$ cat src/rtl/vend_pkg.sv
package vend_pkg;
    localparam int COIN_LINES = 2;
    localparam int LINE_NICKEL = 0;
    localparam int LINE_DIME   = 1;

    typedef enum logic [2:0] {
        ST_ZERO   = 3'd0,
        ST_FIVE   = 3'd1,
        ST_TEN    = 3'd2,
        ST_VEND15 = 3'd3,
        ST_VEND20 = 3'd4
    } credit_state_t;

    function automatic logic is_vend_state(input credit_state_t s);
        return (s == ST_VEND15) || (s == ST_VEND20);
    endfunction
endpackage

$ cat src/rtl/coin_pulse_shaper.sv
module coin_pulse_shaper (
    input  logic clk,
    input  logic rst,
    input  logic sense_raw,
    output logic coin_pulse
);
    logic stage_a;
    logic stage_b;

    always_ff @(posedge clk) begin
        if (rst) begin
            stage_a <= 1'b0;
            stage_b <= 1'b0;
        end else begin
            stage_a <= sense_raw;
            stage_b <= stage_a;
        end
    end

    assign coin_pulse = stage_a & ~stage_b;

    // a coin pulse never lasts longer than one cycle
    a_r2_pulse_single: assert property (@(posedge clk) disable iff (rst)
        coin_pulse |=> !coin_pulse);

    // reset clears the shaper, so no pulse follows it
    a_r1_shaper_clear: assert property (@(posedge clk)
        rst |=> !coin_pulse);
endmodule

$ cat src/rtl/vend_credit_fsm.sv
module vend_credit_fsm
    import vend_pkg::*;
(
    input  logic clk,
    input  logic rst,
    input  logic nickel_pulse,
    input  logic dime_pulse,
    output logic vend
);
    credit_state_t state_q;
    credit_state_t state_d;

    always_ff @(posedge clk) begin
        if (rst) state_q <= ST_ZERO;
        else     state_q <= state_d;
    end

    always_comb begin
        state_d = state_q;
        unique case (state_q)
            ST_ZERO: begin
                if (nickel_pulse)    state_d = ST_FIVE;
                else if (dime_pulse) state_d = ST_TEN;
            end
            ST_FIVE: begin
                if (nickel_pulse)    state_d = ST_TEN;
                else if (dime_pulse) state_d = ST_VEND15;
            end
            ST_TEN: begin
                if (nickel_pulse)    state_d = ST_VEND15;
                else if (dime_pulse) state_d = ST_VEND20;
            end
            ST_VEND15: state_d = ST_ZERO;
            ST_VEND20: state_d = ST_FIVE;
            default:   state_d = ST_ZERO;
        endcase
    end

    always_comb begin
        vend = 1'b0;
        unique case (state_q)
            ST_VEND15, ST_VEND20: vend = 1'b1;
            default:              vend = 1'b0;
        endcase
    end


    a_r1_reset_zero: assert property (@(posedge clk)
        rst |=> (state_q == ST_ZERO) && !vend);

    a_r3_nickel_from_ten: assert property (@(posedge clk) disable iff (rst)
        (state_q == ST_TEN && nickel_pulse && !dime_pulse) |=> state_q == ST_VEND15);

    a_r4_dime_from_ten: assert property (@(posedge clk) disable iff (rst)
        (state_q == ST_TEN && dime_pulse && !nickel_pulse) |=> state_q == ST_VEND20);

    a_r5_exit15: assert property (@(posedge clk) disable iff (rst)
        (state_q == ST_VEND15) |=> state_q == ST_ZERO);

    a_r6_exit20: assert property (@(posedge clk) disable iff (rst)
        (state_q == ST_VEND20) |=> state_q == ST_FIVE);

    a_r7_vend_one_cycle: assert property (@(posedge clk) disable iff (rst)
        vend |=> !vend);

    a_r9_hold_idle: assert property (@(posedge clk) disable iff (rst)
        (!is_vend_state(state_q) && !nickel_pulse && !dime_pulse) |=> $stable(state_q));
    a_r3_coins_exclusive: assert property (@(posedge clk) disable iff (rst)
        !(nickel_pulse && dime_pulse));
endmodule

$ cat src/rtl/vend_ctrl.sv
module vend_ctrl
    import vend_pkg::*;
(
    input  logic clk,
    input  logic rst,
    input  logic nickel_sense,
    input  logic dime_sense,
    output logic vend
);
    logic [COIN_LINES-1:0] sense_raw;
    logic [COIN_LINES-1:0] coin_pulse;

    assign sense_raw[LINE_NICKEL] = nickel_sense;
    assign sense_raw[LINE_DIME]   = dime_sense;

    for (genvar g = 0; g < COIN_LINES; g++) begin : g_shaper
        coin_pulse_shaper u_shaper (
            .clk        (clk),
            .rst        (rst),
            .sense_raw  (sense_raw[g]),
            .coin_pulse (coin_pulse[g])
        );
    end

    vend_credit_fsm u_fsm (
        .clk          (clk),
        .rst          (rst),
        .nickel_pulse (coin_pulse[LINE_NICKEL]),
        .dime_pulse   (coin_pulse[LINE_DIME]),
        .vend         (vend)
    );
endmodule

$ cat config.mk
export PLATFORM = sky130hd
export DESIGN_NAME = vend_ctrl
export DESIGN_NICKNAME = d
export VERILOG_FILES = /design/src/rtl/vend_pkg.sv /design/src/rtl/coin_pulse_shaper.sv /design/src/rtl/vend_credit_fsm.sv /design/src/rtl/vend_ctrl.sv
export SDC_FILE = /design/constraint.sdc
export NUM_CORES = 1
export LEC_CHECK = 0
export ABC_AREA = 1
export CAP_MARGIN = 10
export CORE_AREA = 2 2 39 41
export CTS_BUF_LIST = sky130_fd_sc_hd__clkbuf_8
export DETAILED_ROUTE_END_ITERATION = 8
export DIE_AREA = 0 0 41 43
export DONT_BUFFER_PORTS = 1
export PLACE_DENSITY = 0.39
export REMOVE_ABC_BUFFERS = 1
export SLEW_MARGIN = 20
export SYNTH_ARGS = -nofsm -noshare
export SYNTH_HDL_FRONTEND = slang
export SYNTH_SLANG_ARGS = --single-unit
$ cat constraint.sdc
create_clock -name clk -period 2.2 [get_ports clk]
set_clock_uncertainty 0.2 [all_clocks]
set_input_delay 0.33 -clock clk [delete_from_list [all_inputs] [get_ports clk]]
set_output_delay 0.33 -clock clk [all_outputs]
set_load 0.05 [all_outputs]
==> key figures, run 1 <==
Critical path
  – Worst Path Arrival: approximately 1.1 ns
  – Crit-path max cell delay: 0.38 ns
  – Critical Path Sink Type: primary output
  – Worst r2r path cells: 6
  – Cell Chain, Critical Path: nand2_1 > o21ai_1 > buf_4
  – Critical path required time: 1.67 ns
  – Critical-path top delay cell: dfxtp_1
  – Critical path class: flop to primary output
  – Crit path launch type: flop
  – Critical path fanouts, max: 5
  – Flop2flop setup slack: 1.05 ns

Worst hold path
  – Worst hold path depth: 2
  – Worst hold path type: input pin to flop

Final layout
  – Layout Nets: 54
  – Fin util: 28.6%
  – Area grow syn2layout: 26.4%
  – Commonest non-fill, non-tap cells in the layout: nand2_1 (9), nor2_1 (9), inv_1 (8)
  – Design area: 395 µm²
  – Post-route insts no fill: 65
  – ANT cells: 0
  – Share of post-route cells with drive strength above 1: 18.4%

Timing
  – Slew Limit Fails: 0
  – Setup TNS: 0 ns
  – Slew HR: 79.8%
  – Final hold violations: 0
  – PnR worst setup slack: 0.620 ns
  – Final setup vio count: 0
  – Worst Max-Slew Pin Slew: 0.303 ns
  – Min cycle time layout: 1.58 ns
  – Final hold slack: 0.00611 ns
  – Final period util: 71.8%
  – RSZ-0062 raised after global routing: false
  – Fmax: 0.633 GHz

Global routing
  – Vias in the first global route: 234
  – Largest net degree at the start of global routing: 8
  – Total gr overflow: 0
  – Global-route wire length before repair: 917 µm
  – Total global-route track usage: under 10%
  – Initial antenna violation count: 0

Place
  – Placed Cells: 60
  – Worst slack at placement: 0.859 ns
  – Routability Congestion: 0.674
  – HPWL Detailed: 434 µm
  – Placement-stage cell area: about 340 µm²
  – Count of input and output buffers: 0

Drt
  – Met2 Routed Length: 258 µm
  – DRC Markers: 0
  – Metal-1 WL: roughly 300 µm
  – Via count: 262
  – Routed wire length: about 580 µm
  – 1st-pass router iterations: 3
  – Top Metal Used: met3
  – DRT antenna net count: 0
  – Avg WL per Cell: 8.85 µm
  – Initial DRC Count: 6
  – Met3 wire length: approximately 13 µm
  – Drt via density: approximately 4.0

Clock network
  – Clock slew seen by the registers of the worst setup and hold paths: 0.04 ns
  – Sink Count: 7
  – CTS Buffer Depth: 2
  – Setup Buffers After CTS: 0
  – Clk root buf: clkbuf_8
  – CTS H-tree lvls: 1
  – Clk Latency, worst-skew pair: 0.23 ns
  – Resized cells post-CTS: 0
  – CTS buffer count: 3
  – CTS tree: done

Logic synthesis
  – Top cell type by total area after synthesis: dfxtp_1
  – Synth top area cells: dfxtp_1 (45%), nand2_1 (11%), nor2_1 (11%), inv_1 (8.4%), nand4_1 (4.0%)
  – Post-Syn Area per Cell: 7.27 µm²
  – YS warnings: 0
  – Flop and latch count out of synthesis: 7
  – Post-synthesis sequential area ratio: between 40 and 50%
  – Area of the mapped netlist: roughly 310 µm²
  – Synth unique cells: 14
  – Post-synthesis cell count: 43
  – Area share of the largest cell type after synthesis: 44.8%

Die
  – Die area: 1760 µm²
  – Die X: 41 µm
  – CORE AREA: about 1400 µm²
  – Die height: 43 µm
  – Cell Rows: 14
  – I/O pin count: 5
  – Starting Density: a little under a quarter

Power and ir drop
  – PD cells: between 900 and 1000 nW/µm²
  – Leakage: 0.177 nW
  – Total chip power: ~360 µW
  – Worst ir drop on vdd: about 320 µV

Run status
  – Status: completed

Job
  – Maximum capacitance violations: 0
cell families (layout without fill, tap and decap cells):
logic type,count (synthesis),count (layout),synth area share [%]
AOI/OAI and AO/OA,3,3,6.80
buffers and inverters,8,14,9.60
DFF,7,7,44.8
and+or+nand+nor,25,25,38.8
synthesized netlist by cell type (all sizes together):
cell    number
nor2        10
nand2        9
inv          8
dfxtp        7
nand3        2
nand4        2
a21boi       1
a21oi        1
nand3b       1
nor3b        1
o21ai        1
sequential cells by signal, indices dropped and copies added, names as in the netlist:
| signal | count |
|---|---|
| g_shaper.u_shaper.stage_b | 2 |
| u_fsm.state_q | 3 |
| g_shaper.u_shaper.stage_a | 2 |
worst paths after layout:
| path | from | end |
|---|---|---|
| max | u_fsm.state_q[0] | vend |
| min | nickel_sense | g_shaper[0].u_shaper.stage_a |
| max reg2reg | u_fsm.state_q[1] | u_fsm.state_q[1] |
| min reg2reg | g_shaper[1].u_shaper.stage_a | g_shaper[1].u_shaper.stage_b |
worst max-delay path, delay by kind of cell (launching register included):
| kind | cells | cell delay [ns] |
|---|---|---|
| compound gates | 1 | 0.13 |
| flops | 1 | 0.38 |
| buf+inv | 1 | 0.21 |
| simple gates | 1 | 0.10 |
cell type report:
type | instances | area, µm²
Clock inverter | 1 | 3.75
Timing Repair Buffer | 2 | 17.5
Tap cell | 16 | 20.0
Clock buffer | 3 | 41.3
Sequential cell | 7 | 140
Multi-Input combinational cell | 28 | 143
Inverter | 8 | 30.0
Fill cell | 158 | 988
timing repair:
| action | CTS | global route |
|---|---|---|
| endpoints found under the hold margin | 7 | 0 |
| setup endpoints to repair | 0 | 0 |
| hold buffers | 1 | 0 |
power by group:
part           internal (mW)  switching (mW)
clock network          0.120          0.0541
logic                 0.0180          0.0268
registers              0.136         0.00729
metal layers:
layer	up-vias	global-route usage [%]
li1	144	-
met1	113	11.4
met2	5	8.75
met3	0	3.14
met4	0	10.0
met5	-	0
(Power assumes the default switching activity.)
==> run 2: changes to the inputs <==
==> constraint.sdc (replaced) <==
create_clock -name clk -period 1.5 [get_ports clk]
set_clock_uncertainty 0.2 [all_clocks]
set_input_delay 0.225 -clock clk [delete_from_list [all_inputs] [get_ports clk]]
set_output_delay 0.225 -clock clk [all_outputs]
set_load 0.05 [all_outputs]
==> run 2 against run 1 <==
  * Cell count increased by 3.1%
  * Sequential share of layout area fell by 1.6 points
  * Power rose by 49%
  * Cell area increased by 6.6%
  * Critical path type unchanged
  * Critical endpoint unchanged
==> key figures, run 2 (synthesis gave the netlist of run 1 again) <==
Run status
  – Status: completed

Critical path
  – Critical R2R Capture: u_fsm.state_q[1]
  – Critical Path Sink Type: primary output
  – FF-to-FF Start: g_shaper[0].u_shaper.stage_a
  – Flop2flop setup slack: 0.37 ns (-0.68 ns)
  – Critical path required time: 1.07 ns (-0.60 ns)
  – Worst Path Arrival: 1.00 ns (-0.05 ns)
  – Crit path launch type: flop
  – Critical path class: flop to primary output
  – Worst r2r path cells: 6 (unchanged)
  – Critical path fanouts, max: 5 (unchanged)

Die
  – CORE AREA: 1380 µm² (unchanged)
  – Cell Rows: 14 (unchanged)
  – Die area: 1760 µm² (unchanged)
  – Starting Density: 22.6% (unchanged)
  – I/O pin count: 5 (unchanged)
  – Die height: 43 µm (unchanged)
  – Die X: 41 µm (unchanged)

Place
  – Worst slack at placement: 0.264 ns (-0.595 ns)
  – HPWL Detailed: 434 µm (unchanged)
  – Routability Congestion: 0.674 (unchanged)
  – Count of input and output buffers: 0 (unchanged)

Worst hold path
  – Worst hold path type: flop to flop
  – HP Start: g_shaper[1].u_shaper.stage_a
  – Worst hold path depth: 2 (unchanged)
  – Hold endpoint: g_shaper[1].u_shaper.stage_b

Timing
  – Setup TNS: 0 ns (unchanged)
  – Final period util: 94.7%
  – Min cycle time layout: 1.42 ns
  – RSZ-0062 raised after global routing: false
  – Worst Max-Slew Pin Slew: 0.303 ns (+0.0000454 ns)
  – Final hold violations: 0 (unchanged)
  – Slew Limit Fails: 0 (unchanged)
  – Slew HR: 79.8% (about the same)
  – PnR worst setup slack: 0.0788 ns (-0.542 ns)
  – Final setup vio count: 0 (unchanged)
  – Fmax: 0.704 GHz

Drt
  – DRT antenna net count: 0 (unchanged)
  – Drt via density: 4.00 (-0.76%)
  – Initial DRC Count: 6 (unchanged)
  – Routed wire length: 583 µm (+1.4%)
  – DRC Markers: 0 (unchanged)
  – 1st-pass router iterations: 3 (unchanged)
  – Avg WL per Cell: 8.70 µm (-1.6%)
  – Via count: 268 (+2.3%)

Global routing
  – Vias in the first global route: 246 (+5.1%)
  – Total global-route track usage: 8.66% (+0.20 points)
  – Global-route wire length before repair: 945 µm (+3.1%)
  – Initial antenna violation count: 0 (unchanged)
  – Total gr overflow: 0 (unchanged)
  – Largest net degree at the start of global routing: 8 (unchanged)

Power and ir drop
  – Worst ir drop on vdd: 472 µV (+47%)
  – Internal: 408 µW (+49%)
  – Register share of total power: 39.3% (-0.2 points)
  – Clock power frac: 47.5% (-0.6 points)
  – PD cells: 1280 nW/µm² (+39%)
  – Switch share: 24.2% (-0.13 points)
  – Switching power: 130 µW (+48%)
  – Combinational Power Share: 13.2% (+0.8 points)
  – Leakage: 0.187 nW (+5.5%)
  – Total chip power: 539 µW (+49%)

Final layout
  – Regs by FF count: u_fsm.state_q x3, g_shaper.u_shaper.stage_a x2, g_shaper.u_shaper.stage_b x2
  – Largest register FFs: 3 (unchanged)
  – Area grow syn2layout: 34.8%
  – Fillcell total: 156 (-1.3%)
  – Commonest non-fill, non-tap cells in the layout: nand2_1 (9), nor2_1 (9), inv_1 (8)
  – ANT cells: 0 (unchanged)
  – Layout Nets: 56 (+3.7%)
  – Share of post-route cells with drive strength above 1: 21.6% (+3.2 points)
  – Biggest register: u_fsm.state_q

Clock network
  – CTS tree: done
  – CTS H-tree lvls: 1 (unchanged)
  – Clk Latency, worst-skew pair: 0.23 ns (about the same)
  – Sink Count: 7 (unchanged)
  – Clk root buf: clkbuf_8
  – Clock slew seen by the registers of the worst setup and hold paths: 0.04 ns (about the same)
  – CTS buffer count: 3 (unchanged)
  – Setup Buffers After CTS: 0 (unchanged)
  – CTS Buffer Depth: 2 (unchanged)

Job
  – Maximum capacitance violations: 0 (unchanged)
-- run 2: cell types whose count changed in the layout (fill, tap and decap cells not counted) --
cell,previous run,this run
dfxtp_2,0,2
dlygate4sd3_1,1,3
dfxtp_1,7,5
buf_6,0,1
buf_4,1,0
-- run 2: worst max-delay path by stage --
stage | depth (start not counted) | slack (ns) | startpoint | end
2_1_floorplan | 2 | -0.46 | u_fsm.state_q[0] | vend
3_3_place_gp | 4 | 0.29 | u_fsm.state_q[1] | vend
3_5_place_dp | 3 | 0.26 | u_fsm.state_q[0] | vend
4_1_cts | 3 | 0.02 | u_fsm.state_q[0] | vend
5_1_grt | 4 | 0.008 | u_fsm.state_q[1] | vend
6_report | 3 | 0.08 | u_fsm.state_q[0] | vend
-- run 2: layout make-up --
class	count	area (µm²)	area share, %
flip-flops and latches	7	143	33.8
multi-input cells	28	143	33.8
clock buffers	3	41.3	9.79
repair buffers	4	41.3	9.79
inverters	8	30.0	7.12
well taps	16	20.0	4.75
clock inverters	1	3.75	0.890
-- run 2: power groups by stage --
stage / registers, mW / clock network [mW] / logic (mW)
2_1_floorplan: 0.211 / 0 / 0.0510
3_3_place_gp: 0.213 / 0 / 0.0620
3_5_place_dp: 0.213 / 0 / 0.0609
4_1_cts: 0.210 / 0.266 / 0.0703
5_1_grt: 0.213 / 0.278 / 0.0808
6_report: 0.211 / 0.256 / 0.0711
-- run 2: critical path, stage by stage (launching register included) --
cell     delay, ns
dfxtp_2       0.35
nand2_1       0.08
o21ai_1       0.16
buf_6         0.18
-- run 2: per-layer routing --
layer	track usage [%]	wire length [µm]	share of wire [%]	vias to the layer above
met4	10.0	0	0	0
met2	9.38	259	44	5
met3	3.14	13	2.2	0
met5	0	0	0	-
met1	11.4	310	53	115
li1	-	-	-	148
-- run 2: timing repair --
action	4_1_cts	5_1_grt
endpoints found under the hold margin	7	0
hold buffers	3	0
gates resized for setup	0	3
endpoints found under the setup margin	0	1
-- run 2: per-stage QoR --
stage,utilization [%],instances,hold WS (ns),instance area (µm²)
final,30.5,67,0.218,422
after global routing,30.5,67,0.234,422
after CTS,30.0,67,0.221,415
after detailed placement,24.6,60,0.0937,340
after global placement,24.6,60,0.0914,340
after floorplan,-,43,0.0874,313
==> run 3: changes to the inputs <==
--- a/config.mk
+++ b/config.mk
@@ -12,9 +12,11 @@
 export DETAILED_ROUTE_END_ITERATION = 8
 export DIE_AREA = 0 0 41 43
 export DONT_BUFFER_PORTS = 1
-export PLACE_DENSITY = 0.39
+export PLACE_DENSITY = 0.37
+export RECOVER_POWER = 25
 export REMOVE_ABC_BUFFERS = 1
 export SLEW_MARGIN = 20
 export SYNTH_ARGS = -nofsm -noshare
 export SYNTH_HDL_FRONTEND = slang
+export SYNTH_HIERARCHICAL = 1
 export SYNTH_SLANG_ARGS = --single-unit
==> run 3 against run 2 <==
  * Non-clock buffer count up 1
  * Cell area fell by 3.3%
  * Synthesized area shrank 7.2%
  * First-iteration DRC count shrank 83%
  * Critical endpoint unchanged
==> key figures, run 3 <==
Timing
  – Final hold slack: 0.224 ns (+0.00615 ns)
  – Final period util: 95.4% (+0.68 points)
  – Final hold violations: 0 (unchanged)
  – Slew HR: 80.1% (+0.30 points)
  – Worst Max-Slew Pin Slew: 0.298 ns (-0.00460 ns)
  – Final setup vio count: 0 (unchanged)
  – Setup TNS: 0 ns (unchanged)
  – Min cycle time layout: 1.43 ns (+0.0103 ns)
  – Fmax: 0.699 GHz (-0.72%)
  – Slew Limit Fails: 0 (unchanged)

Drt
  – Avg WL per Cell: 7.44 µm (-15%)
  – DRT antenna net count: 0 (unchanged)
  – Via count: 265 (-1.1%)
  – Initial DRC Count: 1 (-5)
  – 1st-pass router iterations: 2 (-1)
  – Drt via density: 4.02 (+0.38%)
  – DRC Markers: 0 (unchanged)
  – Routed wire length: 491 µm (-16%)

Logic synthesis
  – Top_reg_cell synth: dfxtp_1
  – YS warnings: 6 (+6)
  – Post-synthesis sequential area ratio: 48.3% (+3.5 points)
  – Synth async-reset ratio: 0% (unchanged)
  – Count leader, synth: nor2_1
  – Synth unique cells: 11 (-3)
  – Area of the mapped netlist: 290 µm² (-7.2%)
  – Top cell type by total area after synthesis: dfxtp_1
  – Synth top cells by count: nor2_1 (13), dfxtp_1 (7), inv_1 (6), nand2_1 (5), a21oi_1 (3)
  – Number of synthesized flops with an enable pin: 0 (unchanged)
  – Flop and latch count out of synthesis: 7 (unchanged)
  – Post-Syn Area per Cell: 7.08 µm² (-2.7%)
  – Post-synthesis cell count: 41 (-4.7%)
  – Area share of the largest cell type after synthesis: 48.3% (+3.5 points)
  – Synth top area cells: dfxtp_1 (48%), nor2_1 (17%), inv_1 (7.8%), nand2_1 (6.5%), a21oi_1 (5.2%)

Die
  – Cell Rows: 14 (unchanged)
  – Die X: 41 µm (unchanged)
  – Die height: 43 µm (unchanged)
  – CORE AREA: 1380 µm² (unchanged)
  – Starting Density: 21.0% (-1.6 points)
  – I/O pin count: 5 (unchanged)
  – Die area: 1760 µm² (unchanged)

Clock network
  – Setup Buffers After CTS: 0 (unchanged)
  – Clock slew seen by the registers of the worst setup and hold paths: 0.04 ns (about the same)
  – CTS Buffer Depth: 2 (unchanged)
  – Clk root buf: clkbuf_8
  – CTS buffer count: 3 (unchanged)
  – Sink Count: 7 (unchanged)
  – CTS H-tree lvls: 1 (unchanged)
  – Clk Latency, worst-skew pair: 0.22 ns (about the same)
  – CTS tree: done

Global routing
  – Vias in the first global route: 244 (-0.81%)
  – Grt met2 use: 10.9% (+1.6 points)
  – Met3 layer usage reported by global route: 4.71% (+1.6 points)
  – Global-route wire length before repair: 897 µm (-5.1%)
  – Total gr overflow: 0 (unchanged)
  – Initial antenna violation count: 0 (unchanged)
  – Largest net degree at the start of global routing: 8 (unchanged)
  – Grt peak-use layer: met2
  – Total global-route track usage: 8.15% (-0.51 points)
  – Met1 usage: 9.06% (-2.3 points)

Critical path
  – Crit-path max cell delay: 0.37 ns (+0.02 ns)
  – Critical-path top delay cell: dfxtp_2
  – Crit path launch type: flop
  – Top cell by count, worst path: nor2_1
  – Cell Chain, Critical Path: inv_1 > nor2_1 > nor2_1 > buf_4
  – Critical path required time: 1.07 ns (about the same)
  – Critical path class: flop to primary output
  – Worst Path Buf+Inv: 2 (+1)
  – Critical Path Sink Type: primary output
  – Worst Path Arrival: 1.01 ns (about the same)
  – Critical path fanouts, max: 4 (-1)
  – CP top delay family: flip-flops

Final layout
  – Fillcell total: 162 (+3.8%)
  – Largest register FFs: 3 (unchanged)
  – Most common cell after layout, fill and taps aside: nor2_1
  – ANT cells: 0 (unchanged)
  – Biggest register: u_fsm/state_q
  – Regs by FF count: u_fsm/state_q x3, g_shaper.u_shaper/stage_a x2, g_shaper.u_shaper/stage_b x2
  – Fin util: 29.5% (-0.99 points)
  – Area grow syn2layout: 40.5%
  – Share of post-route cells with drive strength above 1: 24.0% (+2.4 points)
  – Layout Nets: 55 (-1.8%)
  – Commonest non-fill, non-tap cells in the layout: nor2_1 (13), inv_1 (6), dfxtp_1 (5), nand2_1 (5)

Job
  – Maximum capacitance violations: 0 (unchanged)

Worst hold path
  – Worst hold path type: flop to flop

Power and ir drop
  – Switching power: 121 µW (-7.5%)
  – Switch share: 23.0% (-1.2 points)
  – Clock power frac: 49.3% (+1.8 points)
  – Worst ir drop on vdd: 709 µV (+50%)
  – Combinational Power Share: 11.4% (-1.8 points)
  – Register share of total power: 39.4% (about the same)
  – Internal: 404 µW (-0.94%)
  – PD cells: 1290 nW/µm² (+0.76%)
  – Leakage: 0.184 nW (-1.8%)

Place
  – Count of input and output buffers: 0 (unchanged)
  – HPWL Detailed: 366 µm (-16%)
  – Routability Congestion: 0.636 (-5.6%)

Run status
  – Status: completed
==> run 3: layer usage <==
layer  vias to the layer above  share of wire, %
li1                        143                 -
met2                         5                46
met3                         2               5.1
met4                         0               1.2
met5                         -                 0
met1                       115                48
==> run 3: per-stage QoR <==
step	area, µm²	std cells	setup slack (ns)	power, mW
after CTS	404	66	0.0390	0.536
after detailed placement	325	59	0.226	0.260
after floorplan	290	41	-0.0951	0.247
after global placement	325	59	0.215	0.261
final	408	66	0.0685	0.525
after global routing	408	66	-0.00470	0.564
==> run 3: kinds of logic (layout without fill, tap and decap cells) <==
| logic type | count (synthesis) | in the layout | synth area share, % |
|---|---|---|---|
| buffers and inverters | 7 | 16 | 9.05 |
| AO/OA/AOI/OAI | 4 | 4 | 8.19 |
| flip-flops | 7 | 7 | 48.3 |
| AND/OR/NAND/NOR | 23 | 23 | 34.5 |
==> run 3: cell type report <==
cell class	instances	area [µm²]	area share [%]
Clock buffer	3	41.3	10.1
Multi-Input combinational cell	27	128	31.3
Clock inverter	1	5.00	1.23
Sequential cell	7	143	35.0
Timing Repair Buffer	5	45.0	11.0
Tap cell	16	20.0	4.91
Inverter	7	26.3	6.44
==> run 3: worst paths after layout <==
kind / to / slack, ns / cells past startpoint / from
hold reg to reg: g_shaper[1].u_shaper/stage_b / 0.22 / 2 / g_shaper[1].u_shaper/stage_a
setup reg to reg: u_fsm/state_q[0] / 0.27 / 5 / g_shaper[0].u_shaper/stage_a
hold / removal: g_shaper[1].u_shaper/stage_b / 0.22 / 2 / g_shaper[1].u_shaper/stage_a
setup / recovery: vend / 0.07 / 4 / u_fsm/state_q[2]
==> run 3: power groups by stage <==
stage / clock, mW / sequential (mW) / combinational, mW
finish: 0.259 / 0.207 / 0.0596
global route: 0.289 / 0.207 / 0.0682
CTS: 0.270 / 0.206 / 0.0601
detailed placement: 0 / 0.208 / 0.0511
global placement: 0 / 0.209 / 0.0521
floorplan: 0 / 0.209 / 0.0380
==> run 3: repair_timing <==
action | 4_1_cts | 5_1_grt
gates resized for setup | 2 | 1
hold buffers | 3 | 0
setup endpoints to repair | 1 | 1
endpoints found under the hold margin | 7 | 0
==> run 3: worst register-to-register path, delay by kind of cell (launching register included) <==
family / cells / cell delay [ns]
buffers and inverters: 2 / 0.14
AND/OR/NAND/NOR: 2 / 0.30
flip-flops: 1 / 0.30
AO/OA/AOI/OAI: 1 / 0.16
